`config.mk`:
```
export PLATFORM = sky130hd
export DESIGN_NAME = xbus_ctrl
export DESIGN_NICKNAME = d
export VERILOG_FILES = /design/src/rtl/xbus_pkg.sv /design/src/rtl/xbus_timing_regs.sv /design/src/rtl/xbus_page_track.sv /design/src/rtl/xbus_seq.sv /design/src/rtl/xbus_ctrl.sv
export SDC_FILE = /design/constraint.sdc
export NUM_CORES = 1
export LEC_CHECK = 0
export BUFFER_PORTS_ARGS = -buffer_cell sky130_fd_sc_hd__buf_2
export CAP_MARGIN = 40
export CORE_MARGIN = 5
export CORE_UTILIZATION = 62
export CTS_BUF_LIST = sky130_fd_sc_hd__clkbuf_4
export CTS_CLUSTER_SIZE = 25
export DETAILED_ROUTE_END_ITERATION = 7
export GPL_TIMING_DRIVEN = 0
export PLACE_DENSITY = 0.82
export RECOVER_POWER = 25
export REMOVE_ABC_BUFFERS = 1
export SETUP_SLACK_MARGIN = 0.5
export SYNTH_ARGS = -nofsm -noshare
export SYNTH_HDL_FRONTEND = slang
export SYNTH_SLANG_ARGS = --single-unit
```
`constraint.sdc`:
```
create_clock -name clk -period 5 [get_ports clk]
set_clock_uncertainty 0.1 [all_clocks]
set_input_delay 0.25 -clock clk [delete_from_list [all_inputs] [get_ports clk]]
set_output_delay 0.25 -clock clk [all_outputs]
set_load 0.01 [all_outputs]
```
`src/rtl/xbus_pkg.sv`:
```
package xbus_pkg;

  // One chip select's timing set; recovery is stored apart (read by a second port)
  typedef struct packed {
    logic [3:0] rd_wait;
    logic [3:0] wr_wait;
    logic [3:0] wr_hold;
    logic [7:0] rd_lat;
    logic [7:0] wr_lat;
    logic       fast;
    logic       ahold;
    logic [1:0] gap;
  } xb_timing_t;

  typedef enum logic [2:0] {
    F_RD_WAIT = 3'd0,
    F_WR_WAIT = 3'd1,
    F_WR_HOLD = 3'd2,
    F_RECOV   = 3'd3,
    F_RD_LAT  = 3'd4,
    F_WR_LAT  = 3'd5,
    F_MODE    = 3'd6
  } xb_field_e;

  typedef enum logic [2:0] {
    S_IDLE   = 3'd0,
    S_RECOV  = 3'd1,
    S_LAT    = 3'd2,
    S_ADV    = 3'd3,
    S_SETUP  = 3'd4,
    S_STROBE = 3'd5,
    S_HOLD   = 3'd6
  } xb_state_e;

endpackage

```
`src/rtl/xbus_timing_regs.sv`:
```
module xbus_timing_regs
  import xbus_pkg::*;
#(
  parameter int NCS   = 6,
  parameter int CSI_W = 3
) (
  input  logic             clk,
  input  logic             rst_n,
  input  logic             cfg_we,
  input  logic [CSI_W-1:0] cfg_cs,
  input  logic [2:0]       cfg_field,
  input  logic [7:0]       cfg_data,
  input  logic [CSI_W-1:0] cur_idx,
  output xb_timing_t       cur_t,
  input  logic [CSI_W-1:0] prev_idx,
  output logic [3:0]       prev_recov
);

  xb_timing_t tim   [NCS];
  logic [3:0] recov [NCS];

  for (genvar g = 0; g < NCS; g++) begin : g_cs
    logic hit;
    assign hit = cfg_we && (cfg_cs == CSI_W'(g));

    always_ff @(posedge clk or negedge rst_n) begin
      if (!rst_n) begin
        tim[g]   <= '0;
        recov[g] <= '0;
      end else if (hit) begin
        case (cfg_field)
          F_RD_WAIT: tim[g].rd_wait <= cfg_data[3:0];
          F_WR_WAIT: tim[g].wr_wait <= cfg_data[3:0];
          F_WR_HOLD: tim[g].wr_hold <= cfg_data[3:0];
          F_RECOV:   recov[g]       <= cfg_data[3:0];
          F_RD_LAT:  tim[g].rd_lat  <= cfg_data;
          F_WR_LAT:  tim[g].wr_lat  <= cfg_data;
          F_MODE: begin
            tim[g].fast  <= cfg_data[0];
            tim[g].ahold <= cfg_data[1];
            tim[g].gap   <= cfg_data[3:2];
          end
          default: ;
        endcase
      end
    end
  end

  always_comb begin
    cur_t      = '0;
    prev_recov = '0;
    for (int i = 0; i < NCS; i++) begin
      if (cur_idx == CSI_W'(i))  cur_t      = tim[i];
      if (prev_idx == CSI_W'(i)) prev_recov = recov[i];
    end
  end

endmodule

```
`src/rtl/xbus_page_track.sv`:
```
module xbus_page_track #(
  parameter int CSI_W  = 3,
  parameter int PAGE_W = 7
) (
  input  logic              clk,
  input  logic              rst_n,
  input  logic              upd,
  input  logic [CSI_W-1:0]  req_cs,
  input  logic [PAGE_W-1:0] req_page,
  input  logic              req_write,
  output logic              page_miss,
  output logic              owe_recov,
  output logic [CSI_W-1:0]  last_cs
);

  logic              have_last;
  logic              last_rd;
  logic [PAGE_W-1:0] last_page;

  always_ff @(posedge clk or negedge rst_n) begin
    if (!rst_n) begin
      have_last <= 1'b0;
      last_rd   <= 1'b0;
      last_cs   <= '0;
      last_page <= '0;
    end else if (upd) begin
      have_last <= 1'b1;
      last_rd   <= !req_write;
      last_cs   <= req_cs;
      last_page <= req_page;
    end
  end

  assign page_miss = !have_last || (req_cs != last_cs) || (req_page != last_page);
  assign owe_recov = have_last && last_rd && ((req_cs != last_cs) || req_write);

endmodule

```
`src/rtl/xbus_seq.sv`:
```
module xbus_seq
  import xbus_pkg::*;
#(
  parameter int DATA_W = 16
) (
  input  logic              clk,
  input  logic              rst_n,
  input  logic              start,
  input  logic              cur_write,
  input  logic              owe_recov,
  input  logic              page_miss,
  input  logic [3:0]        prev_recov,
  input  xb_timing_t        cur_t,
  input  logic [DATA_W-1:0] xb_dq_i,
  output xb_state_e         state,
  output logic              rsp_valid,
  output logic [DATA_W-1:0] rsp_rdata
);

  localparam int CNT_W = 8;

  xb_state_e        nxt_state;
  logic [CNT_W-1:0] cnt, nxt_cnt;
  logic             miss_q;

  logic [3:0]       wait_n;
  logic [7:0]       lat_n;
  logic [3:0]       recov_eff;
  logic [2:0]       setup_n;
  logic             miss_now;
  logic             lat_go;
  xb_state_e        body_st, post_st;
  logic [CNT_W-1:0] body_cnt, post_cnt;
  logic             last_rd_beat;

  always_comb begin
    wait_n    = cur_write ? cur_t.wr_wait : cur_t.rd_wait;
    lat_n     = cur_write ? cur_t.wr_lat  : cur_t.rd_lat;
    recov_eff = (prev_recov == 4'd0) ? 4'd1 : prev_recov;
    setup_n   = {2'b00, cur_t.ahold} + (cur_write ? 3'd0 : {1'b0, cur_t.gap});
    miss_now  = (state == S_IDLE) ? page_miss : miss_q;
    lat_go    = miss_now && (lat_n != 8'd0);
    body_st   = cur_t.fast ? S_ADV : S_STROBE;
    body_cnt  = cur_t.fast ? '0 : {4'b0000, wait_n};
    post_st   = lat_go ? S_LAT : body_st;
    post_cnt  = lat_go ? (lat_n - 8'd1) : body_cnt;
  end

  always_comb begin
    nxt_state = state;
    nxt_cnt   = cnt;
    case (state)
      S_IDLE: begin
        if (start) begin
          if (owe_recov) begin
            nxt_state = S_RECOV;
            nxt_cnt   = {4'b0000, recov_eff - 4'd1};
          end else begin
            nxt_state = post_st;
            nxt_cnt   = post_cnt;
          end
        end
      end
      S_RECOV: begin
        if (cnt == '0) begin
          nxt_state = post_st;
          nxt_cnt   = post_cnt;
        end else nxt_cnt = cnt - 1'b1;
      end
      S_LAT: begin
        if (cnt == '0) begin
          nxt_state = body_st;
          nxt_cnt   = body_cnt;
        end else nxt_cnt = cnt - 1'b1;
      end
      S_ADV: begin
        if (setup_n != 3'd0) begin
          nxt_state = S_SETUP;
          nxt_cnt   = {5'b00000, setup_n - 3'd1};
        end else begin
          nxt_state = S_STROBE;
          nxt_cnt   = {4'b0000, wait_n};
        end
      end
      S_SETUP: begin
        if (cnt == '0) begin
          nxt_state = S_STROBE;
          nxt_cnt   = {4'b0000, wait_n};
        end else nxt_cnt = cnt - 1'b1;
      end
      S_STROBE: begin
        if (cnt == '0) begin
          nxt_state = cur_write ? S_HOLD : S_IDLE;
          nxt_cnt   = {4'b0000, cur_t.wr_hold};
        end else nxt_cnt = cnt - 1'b1;
      end
      S_HOLD: begin
        if (cnt == '0) nxt_state = S_IDLE;
        else           nxt_cnt   = cnt - 1'b1;
      end
      default: nxt_state = S_IDLE;
    endcase
  end

  assign last_rd_beat = (state == S_STROBE) && (cnt == '0) && !cur_write;

  always_ff @(posedge clk or negedge rst_n) begin
    if (!rst_n) begin
      state     <= S_IDLE;
      cnt       <= '0;
      miss_q    <= 1'b0;
      rsp_valid <= 1'b0;
      rsp_rdata <= '0;
    end else begin
      state     <= nxt_state;
      cnt       <= nxt_cnt;
      rsp_valid <= last_rd_beat;
      if (state == S_IDLE && start) miss_q    <= page_miss;
      if (last_rd_beat)             rsp_rdata <= xb_dq_i;
    end
  end

endmodule

```
`src/rtl/xbus_ctrl.sv`:
```
module xbus_ctrl
  import xbus_pkg::*;
#(
  parameter int NCS       = 6,
  parameter int ADDR_W    = 9,
  parameter int DATA_W    = 16,
  parameter int PAGE_BITS = 2
) (
  input  logic                     clk,
  input  logic                     rst_n,
  input  logic                     cfg_we,
  input  logic [$clog2(NCS)-1:0]   cfg_cs,
  input  logic [2:0]               cfg_field,
  input  logic [7:0]               cfg_data,
  input  logic                     req_valid,
  output logic                     req_ready,
  input  logic [$clog2(NCS)-1:0]   req_cs,
  input  logic [ADDR_W-1:0]        req_addr,
  input  logic                     req_write,
  input  logic [DATA_W-1:0]        req_wdata,
  output logic                     rsp_valid,
  output logic [DATA_W-1:0]        rsp_rdata,
  output logic [ADDR_W-1:0]        xb_addr,
  output logic [DATA_W-1:0]        xb_dq_o,
  input  logic [DATA_W-1:0]        xb_dq_i,
  output logic                     xb_dq_oe,
  output logic [NCS-1:0]           xb_cs_n,
  output logic                     xb_adv_n,
  output logic                     xb_oe_n,
  output logic                     xb_we_n
);

  localparam int CSI_W  = $clog2(NCS);
  localparam int PAGE_W = ADDR_W - PAGE_BITS;

  xb_state_e          state;
  logic               idle, accept;
  logic [CSI_W-1:0]   acc_cs, cur_cs, last_cs;
  logic [ADDR_W-1:0]  acc_addr;
  logic               acc_write, cur_write;
  logic [DATA_W-1:0]  acc_wdata;
  xb_timing_t         cur_t;
  logic [3:0]         prev_recov;
  logic               page_miss, owe_recov;
  logic               sel_active;
  logic [NCS-1:0]     cs_onehot;

  assign idle      = (state == S_IDLE);
  assign accept    = idle && req_valid;
  assign req_ready = idle;
  assign cur_cs    = idle ? req_cs    : acc_cs;
  assign cur_write = idle ? req_write : acc_write;

  always_ff @(posedge clk or negedge rst_n) begin
    if (!rst_n) begin
      acc_cs    <= '0;
      acc_addr  <= '0;
      acc_write <= 1'b0;
      acc_wdata <= '0;
    end else if (accept) begin
      acc_cs    <= req_cs;
      acc_addr  <= req_addr;
      acc_write <= req_write;
      acc_wdata <= req_wdata;
    end
  end

  xbus_timing_regs #(.NCS(NCS), .CSI_W(CSI_W)) u_regs (
    .clk        (clk),
    .rst_n      (rst_n),
    .cfg_we     (cfg_we),
    .cfg_cs     (cfg_cs),
    .cfg_field  (cfg_field),
    .cfg_data   (cfg_data),
    .cur_idx    (cur_cs),
    .cur_t      (cur_t),
    .prev_idx   (last_cs),
    .prev_recov (prev_recov)
  );

  xbus_page_track #(.CSI_W(CSI_W), .PAGE_W(PAGE_W)) u_page (
    .clk       (clk),
    .rst_n     (rst_n),
    .upd       (accept),
    .req_cs    (req_cs),
    .req_page  (req_addr[ADDR_W-1:PAGE_BITS]),
    .req_write (req_write),
    .page_miss (page_miss),
    .owe_recov (owe_recov),
    .last_cs   (last_cs)
  );

  xbus_seq #(.DATA_W(DATA_W)) u_seq (
    .clk        (clk),
    .rst_n      (rst_n),
    .start      (accept),
    .cur_write  (cur_write),
    .owe_recov  (owe_recov),
    .page_miss  (page_miss),
    .prev_recov (prev_recov),
    .cur_t      (cur_t),
    .xb_dq_i    (xb_dq_i),
    .state      (state),
    .rsp_valid  (rsp_valid),
    .rsp_rdata  (rsp_rdata)
  );

  // Pin decode depends only on state and captured fields, never on request inputs
  assign sel_active = (state == S_ADV) || (state == S_SETUP) ||
                      (state == S_STROBE) || (state == S_HOLD);

  for (genvar g = 0; g < NCS; g++) begin : g_sel
    assign cs_onehot[g] = (acc_cs == CSI_W'(g));
  end

  assign xb_cs_n  = sel_active ? ~cs_onehot : '1;
  assign xb_adv_n = !(state == S_ADV);
  assign xb_oe_n  = !((state == S_STROBE) && !acc_write);
  assign xb_we_n  = !((state == S_STROBE) && acc_write);
  assign xb_dq_oe = acc_write && ((state == S_STROBE) || (state == S_HOLD));
  assign xb_addr  = acc_addr;
  assign xb_dq_o  = acc_wdata;

endmodule

```
Word level (Yosys, flattened, before mapping)

Cells that the tools add are included.

Equality and inequality tests: 36
Reductions and logical operators: 84
Mux-type cells: 43
Bitwise gates (word level): 1
$add $sub $neg: 5

Operators by type and width:

| operator                                                               | number |
|---|---|
| 32-bit 2-to-1 mux                                                      | 6 |
| 2-bit AND reduction                                                    | 42 |
| 8-bit 2-to-1 mux                                                       | 9 |
| 8-bit one-hot mux with 7 select lines                                  | 1 |
| 4-bit 2-to-1 mux                                                       | 10 |
| 3-bit equality test (second input constant)                            | 12 |
| 3-bit 2-to-1 mux                                                       | 11 |
| 3-bit by 2-bit equality test with 1-bit output (second input constant) | 10 |
| 3-bit one-hot mux with 7 select lines                                  | 1 |
| 1-bit logical AND                                                      | 16 |
| 8-bit by 1-bit subtractor with 8-bit output (second input constant)    | 2 |
| 3-bit by 1-bit equality test with 1-bit output (second input constant) | 5 |
| 3-bit zero test                                                        | 5 |
| 2-bit by 1-bit != test with 1-bit output (second input constant)       | 6 |
| 8-bit zero test                                                        | 1 |
| 8-bit nonzero test                                                     | 1 |
| 1-bit zero test                                                        | 7 |
| 1-bit logical OR                                                       | 7 |
| 7-bit != test                                                          | 1 |
| 7-bit nonzero test                                                     | 1 |
| 6-bit 2-to-1 mux                                                       | 1 |
| 6-bit inverter                                                         | 1 |
| 6-bit AND reduction                                                    | 1 |
| 4-bit zero test                                                        | 1 |
| other kinds (9)                                                        | 11 |

Output and inout port bits: 53
Register bits: 283
Input bits: 63
Logic and storage cells: 235

Longest topological paths before layout

Gate-level depths: netlist of run 1.

Word-level depth: 16
Mapped depth: 24
Gate-level depth less buffers: 20

By module

A second synthesis of run 1 with hierarchy kept.

Cells, all modules: 1163
Area total of the unflattened synthesis: 14321.2 µm²

By module, submodules not included:

| module           | area each (µm²) | instances | cells each |
|---|---|---|---|
| xbus_timing_regs | 9988.3          | 1         | 744 |
| xbus_seq         | 2489.9          | 1         | 293 |
| xbus_ctrl        | 1288.7          | 1         | 85 |
| xbus_page_track  | 554.3           | 1         | 41 |

Least setup slack after synthesis of run 1

OpenSTA, ideal clock, no wires.

Path type: register to register
From: reg u_seq.state[2]
To: reg u_seq.cnt[1]
Required time: 4776 ps
Arrival time: 4145 ps
Cell stages (with the launch flop): 23
Period minus slack after synthesis: 4369 ps
Slack: 631 ps
Setup time: 124 ps
Buffers on the path: 3
Path through: dfrtp_1 or3_1 buf_6 inv_6 mux2_2 buf_2 buf_2 nand2_1 nand3_1 nand2_1 a31oi_1 a221o_1 ha_1 ha_1 inv_1 ha_1 ha_1 and3_1 a21oi_1 nand2_1 a221oi_1 a21oi_1 o31a_1

Cells in the longest elaborated chain, start to end: 16
Elaborated cells on any way between the ends: 46
Classes of those cells: add/sub: 3; eq/ne: 13; mux: 22; reduce/logical: 8

RTL lines:

| item                                                                                                 | line            | text |
|---|---|---|
| start: declaration                                                                                   | xbus_seq.sv:15  | `output xb_state_e state,` |
| start signal: assignment                                                                             | xbus_seq.sv:115 | `state <= nxt_state;` |
| parallel branches: the longest is 16 deep, another holds 8-bit by 1-bit subtractor with 8-bit output | -               |  |
| end signal: assignment                                                                               | xbus_seq.sv:116 | `cnt <= nxt_cnt;` |
| end: declaration                                                                                     | xbus_seq.sv:23  | `logic [CNT_W-1:0] cnt, nxt_cnt;` |

Parallel ways; which one is timed is not known. The select of a mux whose other input is x is not followed.
A chain may end at the register's enable or synchronous reset.

Worst setup path after layout of run 1

Same ends and word-level chain as after synthesis.

==> reports/metrics.cfg, run 1 <==
[setup_path]
cpMostUsedCell = ha_1
cp_cell_sequence = or3_4, clkinv_16, nor3_1, a21oi_2, a21oi_1, o21a_1, ha_1, ha_1, inv_1, ha_1, ha_4, o31ai_1, a222oi_1, nand2_1, a221oi_2, a21oi_1, o31a_1
worstRegToRegCells = 17
reg2reg_from = u_seq.state[2]$_DFFE_PN0P_
critical_path_class = register to register
cp_slowest_cell = a21oi_2
r2r_slack_ns = 0.56
worst-path-buf-inv = 2
startpoint_type = register
crit_arrival_ns = 4.90
timing.rr.end = u_seq.cnt[1]$_DFFE_PN0P_
crit_required_ns = 5.46
crit_fanout = 14
cp_top_family = compound AO/OA/AOI/OAI gates
endpoint_kind = register
critPathMaxStageDelay_ns = 0.56

[die]
core-area_sq_um = 22400
die_height_microns = 160
row_count = 55
pin_count = 116
die_w_microns = 160
initial_core_util_pct = 62.4
die_area_sq_um = 25700

[global_routing]
grt_pass1_wl_microns = 64900
grtUsageTotal_pct = 31.8
grt_pass1_vias = 12000
antenna_found_initial = 4
grt_max_degree = 106
overflow = 0

[placed_design]
place_congestion = 0.921
dpl_cell_area_sq_um = 14900
dpl.hpwl_microns = 25200
port_buffers = 115

[min_path]
hold_start = cfg_cs[2]
min_path_cells = 4
hold_end = u_regs.tim[1]$_DFFE_PN0P_
hp-class = primary input to register

[power_and_ir_drop]
ir_worst_vdd_uv = 278
leakage_nw = 7.92
powerDensity_nw_per_um2 = 583

[layout]
syn_to_final_growth_pct = 19.3
drive_gt1_share_pct = 37.0
design_area_sq_um = 16700
num-nets-final = 1543

[timing]
period_share_pct = 88.8
fmax_mhz = 225
min_period_ns = 4.44
slew_headroom_pct = -66.0
drv_slew = 98
whs_ns = 0.132
rsz0062_at_grt = false
tightest_slew_ns = 2.49
setup_violations = 0
hold_viol_final = 0

[logic_synthesis]
synth-seq-area-share_pct = 49.4
synth.avg_cell_area_sq_um = 11.1
synth_ff_type = dfrtp_1
syn_inst = 1262
synth_area_sq_um = 14000
ys_seq_elements = 276
async_flop_share_pct = 100
synth_warnings = 0
ys_types = 75
synth-edff-count = 0

[clocking]
worstSkewPairLatency_ns = 0.71
cts_made_buffers = 74
path_clk_slew_ns = 0.07
cts_buffer_depth = 3
root_buffer = clkbuf_4
htree_num_levels = 3
clock-sinks = 276
tritoncts = built

[detailed_routing]
ant_nets = 0
wl_per_cell_microns = 23.3
vias = 11800
drt_iter0_drc = 1358
via_per_inst = 6.54
first_pass_iters = 6
routed_wl_microns = 41900
drcViolationCount = 0

[run_status]
violations = max-capacitance violations, max-slew violations
status = finished, violations left

[job]
drv_cap = 1

[worst max-delay path by stage]
stage,start,endpoint,slack [ns],cells after the start
after floorplan,u_seq.state[0]$_DFFE_PN0P_,u_seq.cnt[1]$_DFFE_PN0P_,0.03,16
after CTS,u_seq.state[2]$_DFFE_PN0P_,u_seq.cnt[0]$_DFFE_PN0P_,0.53,18
after global routing,u_seq.state[2]$_DFFE_PN0P_,u_seq.cnt[1]$_DFFE_PN0P_,0.46,18
after detailed placement,u_seq.state[0]$_DFFE_PN0P_,u_seq.cnt[0]$_DFFE_PN0P_,-0.63,20
final,u_seq.state[2]$_DFFE_PN0P_,u_seq.cnt[1]$_DFFE_PN0P_,0.56,17
after global placement,rst_n,u_regs.tim[185]$_DFFE_PN0P_,-1.35,1
[Yosys cell counts (all sizes together), types with 4 or more instances]
| cell type | count | area [sq um] |
|---|---|---|
| o31ai | 6 | 45.0 |
| ha | 9 | 113 |
| xor2 | 5 | 43.8 |
| o21ai | 36 | 180 |
| o22ai | 4 | 25.0 |
| a221oi | 18 | 170 |
| o311ai | 4 | 42.6 |
| or2 | 5 | 31.3 |
| a211oi | 6 | 60.1 |
| inv | 12 | 50.1 |
| nor2 | 64 | 240 |
| o221ai | 6 | 52.6 |
| mux2i | 39 | 398 |
| mux2 | 256 | 2890 |
| nand2b | 5 | 31.3 |
| nand4 | 9 | 62.6 |
| a21boi | 4 | 30.0 |
| nor2b | 13 | 81.3 |
| a21oi | 48 | 244 |
| buf | 16 | 96.3 |
| a211o | 6 | 52.6 |
| o211ai | 7 | 52.6 |
| a22oi | 23 | 173 |
| nor3b | 15 | 118 |
| a21o | 4 | 30.0 |
| nand3b | 6 | 45.0 |
| nand2 | 194 | 728 |
| nor3 | 20 | 100 |
| dfrtp | 276 | 6910 |
| xnor2 | 15 | 131 |
| nand3 | 20 | 100 |
| clkbuf | 57 | 215 |
| and2 | 4 | 25.0 |
| a31oi | 5 | 31.3 |
[per-stage QoR]
step	power, W	worst slack, ns	util (%)	setup TNS [ns]	cells
2_1_floorplan	0.00556	0.0345	-	0	1189
3_3_place_gp	0.00676	-1.35	65.1	-390.24	1589
3_5_place_dp	0.00710	-0.634	66.6	-2.23	1604
4_1_cts	0.00935	0.530	73.7	0	1783
5_1_grt	0.0102	0.459	74.4	0	1800
6_report	0.00973	0.560	74.4	0	1800
[registers in the layout, indices dropped and copies added (netlist names)]
signal and count:
u_seq.cnt 8, xb_addr 9, u_page.last_rd 1, u_seq.miss_q 1, u_seq.rsp_valid 1, u_regs.recov 24
xb_dq_o 16, u_page.last_cs 3, u_seq.state 3, u_regs.tim 192, acc_write 1, u_page.have_last 1
u_seq.rsp_rdata 16
[worst register-to-register path, cell delays in order, from the launching register on]
cell and delay (ns):
dfrtp_4 0.54, or3_4 0.49, clkinv_16 0.13, nor3_1 0.08, a21oi_2 0.56, a21oi_1 0.09
o21a_1 0.21, ha_1 0.20, ha_1 0.29, inv_1 0.06, ha_1 0.19, ha_4 0.17
o31ai_1 0.07, a222oi_1 0.36, nand2_1 0.14, a221oi_2 0.24, a21oi_1 0.08, o31a_1 0.30
[metal layers]
layer | vias up | part of all wire (%) | wire length, microns | GRT usage [%]
met3 | 198 | 10 | 4350 | 9.75
li1 | 5018 | - | - | -
met5 | - | 0.057 | 24 | 0
met1 | 5763 | 36 | 15100 | 38.7
met2 | 793 | 48 | 20200 | 51.8
met4 | 4 | 5.2 | 2180 | 15.8
[kinds of logic after synthesis]
kind of cell / count (synthesis) / synth area share [%]
simple gates: 369 / 11.9
mux: 295 / 23.5
flops: 276 / 49.4
compound gates: 206 / 10.5
buf+inv: 86 / 2.61
xor+xnor: 20 / 1.25
fa+ha+maj: 10 / 0.876
[power by group]
| part | switching, W | leakage, nW | internal (W) | total [W] |
|---|---|---|---|---|
| Clock | 0.000945 | 0.563 | 0.00117 | 0.00212 |
| Combinational | 0.00270 | 3.75 | 0.00182 | 0.00452 |
| Sequential | 0.000398 | 3.61 | 0.00269 | 0.00309 |
[layout by cell type, fill, tap and decap left out, types with 7 or more instances in the layout]
master / Yosys / layout
mux2_2: 254 / 252
o21ai_0: 33 / 33
dlygate4sd3_1: 0 / 51
nor3b_1: 14 / 14
clkbuf_4: 0 / 106
inv_1: 11 / 11
a22oi_1: 23 / 22
nor3_1: 20 / 19
nand2_1: 194 / 194
nand4_1: 8 / 8
ha_1: 9 / 8
nor2b_1: 13 / 12
o211ai_1: 7 / 7
nand3_1: 20 / 20
a21oi_1: 47 / 47
a221oi_1: 16 / 15
buf_2: 8 / 112
xnor2_1: 15 / 15
dfrtp_1: 276 / 271
nor2_1: 64 / 64
mux2i_1: 37 / 31
buf_4: 1 / 25
[repair_timing]
| item | 4_1_cts | 5_1_grt |
|---|---|---|
| pin swaps | 1 | 2 |
| hold endpoints to repair | 194 | 0 |
| resized for setup | 16 | 10 |
| setup endpoints to repair | 11 | 11 |
| hold buffers | 51 | 0 |
| buffers inserted | 9 | 14 |
| cloned | 1 | 1 |
[area by class of cell]
type / count / area, sq um
Antenna cell: 2 / 5.00
Clock buffer: 106 / 796
Clock inverter: 12 / 160
Fill cell: 1419 / 5740
Inverter: 13 / 75.1
Multi-Input combinational cell: 901 / 6860
Sequential cell: 276 / 6920
Tap cell: 285 / 357
Timing Repair Buffer: 204 / 1510
Timing Repair inverter: 1 / 11.3
No activity file was read; power rests on OpenSTA's default activity.
==> run 2: changes to the inputs <==
--- a/config.mk
+++ b/config.mk
@@ -8,12 +8,12 @@
 export BUFFER_PORTS_ARGS = -buffer_cell sky130_fd_sc_hd__buf_2
 export CAP_MARGIN = 40
 export CORE_MARGIN = 5
-export CORE_UTILIZATION = 62
+export CORE_UTILIZATION = 67
 export CTS_BUF_LIST = sky130_fd_sc_hd__clkbuf_4
 export CTS_CLUSTER_SIZE = 25
 export DETAILED_ROUTE_END_ITERATION = 7
 export GPL_TIMING_DRIVEN = 0
-export PLACE_DENSITY = 0.82
+export PLACE_DENSITY = 0.88
 export RECOVER_POWER = 25
 export REMOVE_ABC_BUFFERS = 1
 export SETUP_SLACK_MARGIN = 0.5
==> constraint.sdc (replaced) <==
create_clock -name clk -period 5.25 [get_ports clk]
set_clock_uncertainty 0.1 [all_clocks]
set_input_delay 0.2625 -clock clk [delete_from_list [all_inputs] [get_ports clk]]
set_output_delay 0.2625 -clock clk [all_outputs]
set_load 0.01 [all_outputs]
==> run 2 against run 1 <==
- the flow still finishes with violations (max-capacitance violations, max-slew violations)
- sequential share of layout area up 0.81 points
- largest cell class unchanged
- register-to-register slack barely moved
- first-iteration DRC count rose by 24%
- core utilization is 5.7 points higher
- critical endpoint is now u_seq.cnt[0]$_DFFE_PN0P_
- critical path depth increased by 2
- via count grew 3.8%
- combinational power is 5.3% lower
- wire length rose by 6.8%
==> reports/metrics.cfg, run 2 (synthesis gave the netlist of run 1 again) <==
[run_status]
status = finished, violations left  ; unchanged
violations = max-capacitance violations, max-slew violations  ; unchanged

[placed_design]
dp_slack_ns = -0.389  ; was -0.634 ns
dp.cells = 1592  ; was 1604
dpl.hpwl_microns = 25600  ; was 25200 microns
place_congestion = 0.934  ; was 0.921
port_buffers = 115  ; unchanged

[layout]
seq_area_sq_um = 6920  ; about the same
multiInputGateArea_sq_um = 6820  ; was 6860 sq um
reg_top3 = u_regs.tim x192, u_regs.recov x24  ; unchanged
layout_common_cells = dfrtp_1 (272), mux2_2 (253), nand2_1 (194)  ; was dfrtp_1 (271), mux2_2 (252), nand2_1 (194)
mostFrequentLayoutCell = dfrtp_1  ; unchanged
largest_register_ffs = 192  ; unchanged
largest_register = u_regs.tim  ; unchanged
final_core_util_pct = 80.1  ; was 74.4%
drive_gt1_share_pct = 35.8  ; was 37.0%
layoutNonFillerInstCount = 1767  ; was 1800
syn_to_final_growth_pct = 17.0  ; was 19.3%
n_fill_cell = 1083  ; was 1419
num-nets-final = 1527  ; was 1543

[timing]
whs_ns = 0.0353  ; was 0.132 ns
tns_ns = 0  ; unchanged
tightest_slew_ns = 2.53  ; was 2.49 ns
rsz0062_at_grt = false  ; unchanged
slew_headroom_pct = -68.8  ; was -66.0%
fin_ws_ns = 0.557  ; was 0.560 ns
setup_violations = 0  ; unchanged
fmax_mhz = 213  ; was 225 MHz
hold_viol_final = 0  ; unchanged
min_period_ns = 4.69  ; was 4.44 ns
period_share_pct = 89.4  ; was 88.8%
drv_slew = 99  ; was 98

[die]
pin_count = 116  ; unchanged
row_count = 52  ; was 55
die_w_microns = 155  ; was 160 microns
die_area_sq_um = 23900  ; was 25700 sq um
die_height_microns = 155  ; was 160 microns
initial_core_util_pct = 68.5  ; was 62.4%
core-area_sq_um = 20400  ; was 22400 sq um

[job]
drv_cap = 1  ; unchanged

[setup_path]
cp_cell_sequence = or3_4, buf_4, mux2i_4, buf_8, a22oi_1, nand2_1, o21a_1, ha_1, ha_1, inv_1, ha_1, ha_1, nand2b_1, o32a_1, o311ai_1, a211o_1, nor3_1, a21oi_1, o22a_1  ; was or3_4, clkinv_16, nor3_1, a21oi_2, a21oi_1, o21a_1, ha_1, ha_1, inv_1, ha_1, ha_4, o31ai_1, a222oi_1, nand2_1, a221oi_2, a21oi_1, o31a_1
crit_required_ns = 5.76  ; was 5.46 ns
cp_slowest_cell = dfrtp_4  ; was a21oi_2
critical_path_class = register to register  ; unchanged
worst-path-buf-inv = 3  ; was 2
crit_fanout = 14  ; unchanged
startpoint_type = register  ; unchanged
endpoint_kind = register  ; unchanged
cp_top_family = compound AO/OA/AOI/OAI gates  ; unchanged
crit_arrival_ns = 5.20  ; was 4.90 ns
critPathMaxStageDelay_ns = 0.57  ; was 0.56 ns
cpMostUsedCell = ha_1  ; unchanged

[clocking]
worstSkewPairLatency_ns = 0.71  ; about the same
path_clk_slew_ns = 0.08  ; was 0.07 ns
htree_num_levels = 3  ; unchanged
clock-sinks = 276  ; unchanged
root_buffer = clkbuf_4  ; unchanged
cts_made_buffers = 72  ; was 74
cts_buffer_depth = 3  ; unchanged
tritoncts = built  ; unchanged

[power_and_ir_drop]
leakage_nw = 7.77  ; was 7.92 nW
powerDensity_nw_per_um2 = 551  ; was 583 nW/um^2
ir_worst_vdd_uv = 273  ; was 278 uV

[global_routing]
grt_max_degree = 100  ; was 106
antenna_found_initial = 4  ; unchanged
grt_pass1_wl_microns = 68400  ; was 64900 microns
grt_pass1_vias = 12500  ; was 12000
overflow = 0  ; unchanged
grtUsageTotal_pct = 36.5  ; was 31.8%

[detailed_routing]
wl_per_cell_microns = 25.3  ; was 23.3 microns
ant_nets = 0  ; unchanged
drcViolationCount = 0  ; unchanged
routed_wl_microns = 44700  ; was 41900 microns
via_per_inst = 6.92  ; was 6.54
first_pass_iters = 7  ; was 6
vias = 12200  ; was 11800
drt_iter0_drc = 1683  ; was 1358

[min_path]
hp-class = primary input to asynchronous set/reset pin  ; was primary input to register

-- run 2: what timing repair did --
item / 4_1_cts / 5_1_grt
endpoints found under the hold margin: 201 / 0
gates cloned: 0 / 2
pin swaps: 1 / 1
endpoints found under the setup margin: 11 / 2
resized for setup: 7 / 10
hold buffers: 51 / 0
setup buffers: 2 / 4
-- run 2: worst register-to-register path, delay by kind of cell (launching register included) --
family                   cells  cell delay, ns
AND/OR/NAND/NOR              4            0.88
AO/OA/AOI/OAI                7            1.32
buffers and inverters        3            0.51
adder cells (fa/ha/maj)      4            0.91
flip-flops                   1            0.57
multiplexers                 1            0.30
-- run 2: cell type report --
type                            count  share of cell area [%]
Antenna cell                        4                  0.0612
Clock buffer                       99                    4.54
Clock inverter                     13                   0.405
Inverter                           13                   0.375
Multi-Input combinational cell    901                    41.7
Sequential cell                   276                    42.3
Tap cell                          270                    2.06
Timing Repair Buffer              190                    8.54
Timing Repair inverter              1                  0.0535
-- run 2: per-layer routing --
layer / global-route usage, % / part of all wire [%]
met4: 21.9 / 6.7
met1: 43.8 / 34
met5: 0 / 0
met3: 8.83 / 12
met2: 60.1 / 48
-- run 2: stage by stage --
step | power, W | instance area, sq um
after detailed placement | 0.00677 | 14900
after floorplan | 0.00530 | 13700
final | 0.00902 | 16400
after global routing | 0.00937 | 16400
after global placement | 0.00644 | 14600
after CTS | 0.00857 | 16300
-- run 2: path summary, 6_finish.rpt --
kind	startpoint	endpoint	slack, ns	cells after the start
worst max register to register	u_seq.state[2]$_DFFE_PN0P_	u_seq.cnt[0]$_DFFE_PN0P_	0.56	19
worst min-delay path	rst_n	xb_addr[8]$_DFFE_PN0P_	0.04	2
worst max-delay path	u_seq.state[2]$_DFFE_PN0P_	u_seq.cnt[0]$_DFFE_PN0P_	0.56	19
max in group asynchronous	rst_n	u_regs.tim[154]$_DFFE_PN0P_	2.12	3
min in group clk	cfg_cs[0]	u_regs.tim[134]$_DFFE_PN0P_	0.15	4
worst min register to register	xb_dq_o[8]$_DFFE_PN0P_	xb_dq_o[8]$_DFFE_PN0P_	0.38	2
-- run 2: power breakdown --
group	switching (W)	internal, W
sequential	0.000412	0.00256
clock	0.000901	0.000867
combinational	0.00264	0.00164
total	0.00395	0.00507
